### src/rtl/dm32_pkg.sv
package dm32_pkg;
   localparam int DEF_EXP_W  = 11;
   localparam int DEF_FRAC_W = 52;
   localparam int DEF_RES_W  = 32;

   typedef enum logic [1:0] {
      CLS_ZERO    = 2'd0,
      CLS_SPECIAL = 2'd1,
      CLS_NORMAL  = 2'd2
   } dm_cls_e;

   typedef struct packed {
      logic invalid;
      logic inexact;
      logic denorm;
   } dm_flags_t;
endpackage

### src/rtl/dm32_unpack.sv
module dm32_unpack
   import dm32_pkg::*;
#(
   parameter int EXP_W  = DEF_EXP_W,
   parameter int FRAC_W = DEF_FRAC_W,
   localparam int OP_W  = 1 + EXP_W + FRAC_W,
   localparam int BIAS  = (1 << (EXP_W - 1)) - 1
) (
   input  logic [OP_W-1:0]   op_i,
   output logic              sign_o,
   output dm_cls_e           cls_o,
   output logic              frac_nz_o,
   output logic [FRAC_W:0]   sig_o,
   output int                texp_o,
   output int                shift_o
);
   logic [EXP_W-1:0]  exp_f;
   logic [FRAC_W-1:0] frac_f;

   assign sign_o    = op_i[OP_W-1];
   assign exp_f     = op_i[OP_W-2 -: EXP_W];
   assign frac_f    = op_i[FRAC_W-1:0];
   assign frac_nz_o = |frac_f;
   assign sig_o     = {1'b1, frac_f};
   assign texp_o    = int'(exp_f) - BIAS;
   assign shift_o   = texp_o - FRAC_W;

   always_comb begin
      if (exp_f == '0)
         cls_o = CLS_ZERO;
      else if (&exp_f)
         cls_o = CLS_SPECIAL;
      else
         cls_o = CLS_NORMAL;
   end
endmodule

### src/rtl/dm32_align.sv
module dm32_align #(
   parameter int  FRAC_W  = 52,
   parameter int  WIDE_W  = 64,
   parameter bit  LOG_SHIFT = 1'b1,
   localparam int SHW     = $clog2(WIDE_W)
) (
   input  logic [FRAC_W:0]   sig_i,
   input  int                shift_i,
   output logic [WIDE_W-1:0] mag_o,
   output logic              lost_o
);
   logic [WIDE_W-1:0] wide_sig;
   logic [SHW-1:0]    ramt;
   logic [SHW-1:0]    lamt;
   logic [WIDE_W-1:0] rsh_val;
   logic              rsh_lost;

   assign wide_sig = WIDE_W'(sig_i);
   assign ramt     = SHW'(-shift_i);
   assign lamt     = SHW'(shift_i);

   generate
      if (LOG_SHIFT) begin : g_log
         logic [WIDE_W-1:0] stage_v [SHW+1];
         logic              stage_s [SHW+1];
         assign stage_v[0] = wide_sig;
         assign stage_s[0] = 1'b0;
         for (genvar k = 0; k < SHW; k++) begin : g_stage
            localparam int STEP = 1 << k;
            assign stage_v[k+1] = ramt[k] ? (stage_v[k] >> STEP) : stage_v[k];
            assign stage_s[k+1] = stage_s[k] | (ramt[k] & (|stage_v[k][STEP-1:0]));
         end
         assign rsh_val  = stage_v[SHW];
         assign rsh_lost = stage_s[SHW];
      end else begin : g_flat
         logic [WIDE_W-1:0] keep_mask;
         assign keep_mask = ~({WIDE_W{1'b1}} << ramt);
         assign rsh_val   = wide_sig >> ramt;
         assign rsh_lost  = |(wide_sig & keep_mask);
      end
   endgenerate

   always_comb begin
      if (shift_i >= 0) begin
         mag_o  = (shift_i >= WIDE_W) ? '0 : (wide_sig << lamt);
         lost_o = 1'b0;
      end else if (shift_i > -WIDE_W) begin
         mag_o  = rsh_val;
         lost_o = rsh_lost;
      end else begin
         mag_o  = '0;
         lost_o = 1'b1;
      end
   end
endmodule

### src/rtl/dm32_wrap.sv
module dm32_wrap
   import dm32_pkg::*;
#(
   parameter int RES_W  = DEF_RES_W,
   parameter int WIDE_W = 2 * DEF_RES_W
) (
   input  dm_cls_e           cls_i,
   input  logic              sign_i,
   input  logic              frac_nz_i,
   input  logic              flush_i,
   input  int                texp_i,
   input  logic [WIDE_W-1:0] mag_i,
   input  logic              lost_i,
   output logic [RES_W-1:0]  res_o,
   output dm_flags_t         flags_o,
   output logic              exact_o
);
   localparam logic [WIDE_W-1:0] LIM_NEG = WIDE_W'(1) << (RES_W - 1);
   localparam logic [WIDE_W-1:0] LIM_POS = LIM_NEG - WIDE_W'(1);

   logic              ovf;
   logic [WIDE_W-1:0] signed_mag;

   assign ovf        = (texp_i > RES_W - 1) || (mag_i > (sign_i ? LIM_NEG : LIM_POS));
   assign signed_mag = sign_i ? (~mag_i + WIDE_W'(1)) : mag_i;

   always_comb begin
      flags_o = '0;
      res_o   = '0;
      exact_o = 1'b0;
      unique case (cls_i)
         CLS_ZERO: begin
            exact_o = ~sign_i;
            if (frac_nz_i) begin
               if (flush_i) begin
                  flags_o.denorm = 1'b1;
               end else begin
                  flags_o.inexact = 1'b1;
                  exact_o         = 1'b0;
               end
            end
         end
         CLS_SPECIAL: begin
            flags_o.invalid = 1'b1;
         end
         CLS_NORMAL: begin
            res_o = signed_mag[RES_W-1:0];
            if (ovf) begin
               flags_o.invalid = 1'b1;
            end else begin
               flags_o.inexact = lost_i;
               exact_o         = ~lost_i;
            end
         end
         default: begin
            flags_o.invalid = 1'b1;
         end
      endcase
   end
endmodule

### src/rtl/dm32_cvt.sv
module dm32_cvt
   import dm32_pkg::*;
#(
   parameter int  EXP_W     = DEF_EXP_W,
   parameter int  FRAC_W    = DEF_FRAC_W,
   parameter int  RES_W     = DEF_RES_W,
   parameter bit  LOG_SHIFT = 1'b1,
   localparam int OP_W      = 1 + EXP_W + FRAC_W,
   localparam int WIDE_W    = 2 * RES_W
) (
   input  logic              clk,
   input  logic              rst_n,
   input  logic              in_valid,
   input  logic [OP_W-1:0]   in_op,
   input  logic              in_flush,
   output logic              out_valid,
   output logic [RES_W-1:0]  out_result,
   output logic              out_invalid,
   output logic              out_inexact,
   output logic              out_denorm,
   output logic [3:0]        out_nzcv
);
   generate
      if (EXP_W < 2 || EXP_W > 15)
         $error("dm32_cvt: EXP_W out of supported range");
      if (RES_W < 2)
         $error("dm32_cvt: RES_W too small");
      if (FRAC_W + 1 > WIDE_W)
         $error("dm32_cvt: significand wider than work width");
   endgenerate

   logic              sign;
   dm_cls_e           cls;
   logic              frac_nz;
   logic [FRAC_W:0]   sig;
   int                texp;
   int                shift;
   logic [WIDE_W-1:0] mag;
   logic              lost;
   logic [RES_W-1:0]  res_c;
   dm_flags_t         flags_c;
   logic              exact_c;

   dm32_unpack #(.EXP_W(EXP_W), .FRAC_W(FRAC_W)) u_unpack (
      .op_i      (in_op),
      .sign_o    (sign),
      .cls_o     (cls),
      .frac_nz_o (frac_nz),
      .sig_o     (sig),
      .texp_o    (texp),
      .shift_o   (shift)
   );

   dm32_align #(.FRAC_W(FRAC_W), .WIDE_W(WIDE_W), .LOG_SHIFT(LOG_SHIFT)) u_align (
      .sig_i   (sig),
      .shift_i (shift),
      .mag_o   (mag),
      .lost_o  (lost)
   );

   dm32_wrap #(.RES_W(RES_W), .WIDE_W(WIDE_W)) u_wrap (
      .cls_i     (cls),
      .sign_i    (sign),
      .frac_nz_i (frac_nz),
      .flush_i   (in_flush),
      .texp_i    (texp),
      .mag_i     (mag),
      .lost_i    (lost),
      .res_o     (res_c),
      .flags_o   (flags_c),
      .exact_o   (exact_c)
   );

   always_ff @(posedge clk or negedge rst_n) begin
      if (!rst_n) begin
         out_valid   <= 1'b0;
         out_result  <= '0;
         out_nzcv    <= '0;
         out_invalid <= 1'b0;
         out_inexact <= 1'b0;
         out_denorm  <= 1'b0;
      end else begin
         out_valid   <= in_valid;
         out_invalid <= in_valid & flags_c.invalid;
         out_inexact <= in_valid & flags_c.inexact;
         out_denorm  <= in_valid & flags_c.denorm;
         if (in_valid) begin
            out_result <= res_c;
            out_nzcv   <= {1'b0, exact_c, 2'b00};
         end
      end
   end
endmodule


### config.mk
export PLATFORM = sky130hd
export DESIGN_NAME = dm32_cvt
export DESIGN_NICKNAME = d
export VERILOG_FILES = /design/src/rtl/dm32_pkg.sv /design/src/rtl/dm32_unpack.sv /design/src/rtl/dm32_align.sv /design/src/rtl/dm32_wrap.sv /design/src/rtl/dm32_cvt.sv
export SDC_FILE = /design/constraint.sdc
export NUM_CORES = 1
export LEC_CHECK = 0
export ABC_AREA = 1
export BUFFER_PORTS_ARGS = -buffer_cell sky130_fd_sc_hd__buf_2
export CAP_MARGIN = 20
export CORE_MARGIN = 3
export CORE_UTILIZATION = 47
export CTS_CLUSTER_SIZE = 12
export DETAILED_ROUTE_END_ITERATION = 7
export GPL_TIMING_DRIVEN = 0
export PLACE_DENSITY = 0.74
export SYNTH_ARGS = -nofsm -noshare
export SYNTH_HDL_FRONTEND = slang
export SYNTH_SLANG_ARGS = --single-unit
### constraint.sdc
create_clock -name clk -period 1 [get_ports clk]
set_clock_uncertainty 0.1 [all_clocks]
set_input_delay 0.2 -clock clk [delete_from_list [all_inputs] [get_ports clk]]
set_output_delay 0.2 -clock clk [all_outputs]
set_load 0.05 [all_outputs]
==> flow_summary.ini, run 1 <==
[grt]
grt_pass1_vias = 13399
grt_max_degree = 38
grt_antenna_before_repair = 0
gr-usage-all-layers_pct = 39.81
grt_remaining_overflow = 0
grt_first_pass_wirelength_um = 75610

[power_and_ir_drop]
power_frac_clock_pct = 12.5
power_frac_comb_pct = 77.1
seqPwrFrac_pct = 10.4
irDropWorstVdd_mv = 1.066
power_density_mw_per_mm2 = 1191
cellLeakagePower_nw = 7.665
swShare_pct = 55.26
p_int_w = 0.007751
power.switching_w = 0.009573

[clocking]
ctsHoldBuffers = 1
htreeDepth = 2
cts_tree = yes
clockBufferDepth = 2
clk_latency_ps = 290
numCtsBuffers = 5
clock_sinks = 37
root_buffer = clkbuf_16
clk_pin_slew_worst_paths_ps = 70

[synth]
synth_cell_types = 57
synth_top_area_cell = nand2_1
synth.area.top_cells = nand2_1, nand3_1, dfrtp_1
ys_seq_area_share_pct = 8.931
syn_area_per_cell_um2 = 5.355
synthesis.area_mm2 = 0.01037
synth.top_cell.area_share_pct = 26.97
synth_edf_count = 0
ys.flop_type = dfrtp_1
syn_inst = 1936
yosysWarnings = 0
async_reset_ff_share_pct = 100.0
ys_ff_latch = 37

[route]
routed_via_density = 6.317
drt-initial-drc-count = 2057
vias = 15383
drc = 6
drt_wl_total_um = 53550
first_pass_iters = 8
wl_per_cell_um = 21.99
ant_nets = 0

[die]
coreArea_mm2 = 0.02135
std_cell_rows = 53
die_area_mm2 = 0.02388
fp.dieH_um = 154.5
die_width_um = 154.5
start_util_pct = 48.55
num_io_pins = 108

[sta]
finalSetupViolCount = 73
period_minus_slack_ps = 4394
fmax_mhz = 227.6
setup_slack_ps = -3394
slew_viol_final = 0
tightest_slew_ps = 1100
min_period_over_period_pct = 439.4
holdWs_ps = -84.77
slew_headroom_pct = 26.68
hold_viol_final = 37
rsz0062_at_grt = yes

[critical_path]
crit_slowest_cell = ha_4
critPathLaunchType = input pin
cp_max_fo = 7
crit_path_frequent_cell = nand2_1
worst_ep_arrival_time_ps = 4500
crit_type = input pin to register
critPathMaxStageDelay_ps = 340
cp.required_ps = 1110
end_kind = register

[place]
dp_hpwl_um = 37980
io_buffers = 102
place_inst = 2315
routabilityCongestion = 1.057

[layout]
n_antenna_cell = 0
fin_nets = 2267
layout_common_cells = nand2_1, nand3_1, nor2_1
area_delta_synth_final_pct = 40.30
drive_above_1_share_pct = 33.01
final_cell_count_no_fill = 2435
fin_util_pct = 68.12
final_common_cell = nand2_1

[run_status]
outcome = complete, but fails checks
violations = DRC, hold timing, setup timing

[worst_hold_path]
min_path_type = input pin to asynchronous set/reset pin

[run]
maxCapViolations = 0
[worst paths after layout]
kind,from,end,slack (ps),cells after the start
setup / recovery,in_op[52],out_inexact$_DFF_PN0_,-3390,31
hold / removal,rst_n,out_result[5]$_DFFE_PN0P_,-80,1
setup reg to reg,out_result[14]$_DFFE_PN0P_,out_result[14]$_DFFE_PN0P_,-270,3
hold reg to reg,out_result[23]$_DFFE_PN0P_,out_result[23]$_DFFE_PN0P_,410,2
max in group asynchronous,rst_n,out_result[31]$_DFFE_PN0P_,330,1
min in group clk,in_flush,out_denorm$_DFF_PN0_,60,3
[kinds of logic (layout without fill, tap and decap cells)]
kind of cell / after synthesis / after routing / synth area share [%]
AOI/OAI and AO/OA: 212 / 212 / 11.10
adders and majority gates: 40 / 40 / 4.827
and+or+nand+nor: 1398 / 1398 / 63.26
other: 1 / 3 / 0.03617
DFF: 37 / 37 / 8.931
muxes: 4 / 4 / 0.3862
xor gates and xnor gates: 9 / 9 / 0.7604
buffers and inverters: 235 / 457 / 10.69
[cell type report]
class | instances | area, µm²
Multi-Input combinational cell | 1666 | 9727
Fill cell | 1881 | 6808
Timing Repair Buffer | 216 | 1828
Buffer | 103 | 973.4
Sequential cell | 37 | 925.9
Inverter | 129 | 544.3
Tap cell | 275 | 344.1
Clock buffer | 5 | 125.1
Clock inverter | 3 | 68.82
Timing Repair inverter | 1 | 8.758
[critical path: cells and delay by family]
family	cells	cell delay, ps
AND/OR/NAND/NOR	17	1800
buffers and inverters	6	800
adder cells (fa/ha/maj)	4	1010
AO/OA/AOI/OAI	4	650
[state kept, by name, summed over array words and instances (netlist names)]
| register | cells |
|---|---|
| out_result | 32 |
| out_valid | 1 |
| out_invalid | 1 |
| out_inexact | 1 |
| out_denorm | 1 |
| out_nzcv | 1 |
[stage by stage]
stage / setup slack [ps] / setup TNS, ps / area (µm²) / total power (W)
after floorplan: -2921 / -84450 / 10820 / 0.008788
after global placement: -4212 / -120000 / 11670 / 0.01177
after detailed placement: -4265 / -120220 / 11670 / 0.01175
after CTS: -3202 / -104500 / 13670 / 0.01570
after global routing: -3503 / -111820 / 14550 / 0.01804
final: -3394 / -108460 / 14550 / 0.01732
[layer usage]
layer,vias up,part of all wire [%],track usage [%]
li1,6815,-,-
met5,-,0,0
met2,1329,43,60.34
met3,296,14,10.58
met1,6943,38,55.26
met4,0,5.5,12.28
[power by group through the flow]
stage	clock network, W	logic (W)	registers [W]
4_1_cts	0.00212	0.0118	0.00177
2_1_floorplan	0	0.00646	0.00233
3_3_place_gp	0	0.0100	0.00176
3_5_place_dp	0	0.00999	0.00176
6_report	0.00217	0.0134	0.00180
5_1_grt	0.00222	0.0140	0.00181
[repair_timing]
item | in CTS | in global routing
gates resized for setup | 285 | 158
endpoints found under the hold margin | 38 | 31
pin swaps | 87 | 56
gates cloned | 6 | 1
buffers inserted | 73 | 37
endpoints found under the setup margin | 73 | 73
[cells in the mapped netlist, drive strengths merged (6+ instances only)]
cell type,n
nand3,301
a21oi,52
nor3,10
ha,40
dfrtp,37
o21ai,133
buf,79
nand3b,8
nand2,813
nor2,194
clkbuf,27
nand4,41
o211ai,11
or2,8
nor4,17
inv,127
xor2,6
Power figures use the tool's default switching activity.
==> run 2, diff against run 1 <==
Settings changed: SKIP_CTS_REPAIR_TIMING from default to 1.
==> flow_summary.ini, run 2 (same netlist as run 1, synthesis figures left out) <==
[clocking]
clockBufferDepth = 2
numCtsBuffers = 5
clk_latency_ps = 280
cts_tree = yes
htreeDepth = 2
root_buffer = clkbuf_16
clk_pin_slew_worst_paths_ps = 70
clock_sinks = 37

[run_status]
outcome = complete, but fails checks
violations = hold timing, setup timing

[route]
vias = 14735
top_layer_used = met4
wirelength_met1_um = 19590
wl_met3_um = 6787
ant_nets = 0
wl_met2_um = 21160
wl_per_cell_um = 20.46
first_pass_iters = 6
drt_wl_total_um = 49340
drc = 0
drt-initial-drc-count = 1856
routed_via_density = 6.112

[critical_path]
cp.required_ps = 1110
crit_path_frequent_cell = nand2_1
cp_max_fo = 10
crit_type = input pin to register
end_kind = register
crit_slowest_cell = nor4_2
critPathMaxStageDelay_ps = 450
worst_ep_arrival_time_ps = 4570
critPathLaunchType = input pin

[layout]
area_delta_synth_final_pct = 33.66
ff_latch_area_um2 = 925.9
n_antenna_cell = 0
multi_input_area_mm2 = 0.009371
largest_reg_flops = 32
largest-register = out_result
layout_common_cells = nand2_1, nand3_1, nor2_1
fillers = 1998
final_common_cell = nand2_1
drive_above_1_share_pct = 29.03
fin_nets = 2243
final_area_mm2 = 0.01386

[die]
die_area_mm2 = 0.02388
start_util_pct = 48.55
num_io_pins = 108
coreArea_mm2 = 0.02135
die_width_um = 154.5
fp.dieH_um = 154.5
std_cell_rows = 53

[sta]
slew_headroom_pct = 38.81
setup_slack_ps = -3461
min_period_over_period_pct = 446.1
tightest_slew_ps = 917.9
holdWs_ps = -78.76
finalSetupViolCount = 73
slew_viol_final = 0
fmax_mhz = 224.2
period_minus_slack_ps = 4461
hold_viol_final = 37
rsz0062_at_grt = yes

[grt]
gr-usage-all-layers_pct = 36.86
grt_max_degree = 38
grt_antenna_before_repair = 0
grt_pass1_vias = 12454
grt_remaining_overflow = 0
grt_first_pass_wirelength_um = 69980

[power_and_ir_drop]
totalPowerFinal_w = 0.01644
cellLeakagePower_nw = 7.387
power.switching_w = 0.009084
power_frac_clock_pct = 13.0
power_density_mw_per_mm2 = 1186
p_int_w = 0.007354
swShare_pct = 55.26
seqPwrFrac_pct = 10.9
power_frac_comb_pct = 76.2
irDropWorstVdd_mv = 1.072

[worst_hold_path]
min_path_type = input pin to asynchronous set/reset pin

[place]
routabilityCongestion = 1.057
placed_area_mm2 = 0.01167
dp_hpwl_um = 37980
io_buffers = 102

[run]
maxCapViolations = 0
## run 2: cell type report
cell class / count / share of cell area [%]
clock buffer: 5 / 0.9029
inverter: 129 / 3.946
tap: 275 / 2.483
multi-input combinational: 1666 / 67.63
timing repair inverter: 1 / 0.1174
buffer: 105 / 6.447
sequential: 37 / 6.682
timing repair buffer: 190 / 11.30
clock inverter: 3 / 0.4966
## run 2: routing by layer
layer	up-vias	GRT usage [%]
met4	0	9.294
li1	6762	-
met3	147	11.30
met2	1079	54.64
met5	-	0
met1	6747	52.08
## run 2: worst paths after layout
path | start | end | slack, ps | cells past startpoint
min | rst_n | out_result[5]$_DFFE_PN0P_ | -80 | 1
min in group clk | in_flush | out_denorm$_DFF_PN0_ | 60 | 3
max reg2reg | out_result[0]$_DFFE_PN0P_ | out_result[0]$_DFFE_PN0P_ | 0 | 3
max in group asynchronous | rst_n | out_nzcv[2]$_DFFE_PN0P_ | 330 | 1
min reg2reg | out_result[11]$_DFFE_PN0P_ | out_result[11]$_DFFE_PN0P_ | 420 | 2
max | in_op[52] | out_inexact$_DFF_PN0_ | -3460 | 30
## run 2: metrics by stage
stage          cells  setup slack, ps  setup TNS, ps  utilization, %
4_1_cts         2323            -3991        -117230           55.56
2_1_floorplan   1938            -2921         -84450               -
3_5_place_dp    2315            -4265        -120220           54.65
6_report        2411            -3461        -107540           64.90
3_3_place_gp    2315            -4212        -120000           54.65
5_1_grt         2411            -3520        -111800           64.90
## run 2: power by group through the flow
stage | Combinational [W] | Sequential [W] | Clock (W)
final | 0.0125 | 0.00179 | 0.00213
after floorplan | 0.00646 | 0.00233 | 0
after CTS | 0.0100 | 0.00174 | 0.00212
after global placement | 0.0100 | 0.00176 | 0
after detailed placement | 0.00999 | 0.00176 | 0
after global routing | 0.0133 | 0.00179 | 0.00219
## run 2: critical path: cells and delay by family
kind	cells	cell delay, ps
adders and majority gates	4	1020
and+or+nand+nor	14	1790
buffers and inverters	9	960
AOI/OAI and AO/OA	3	560
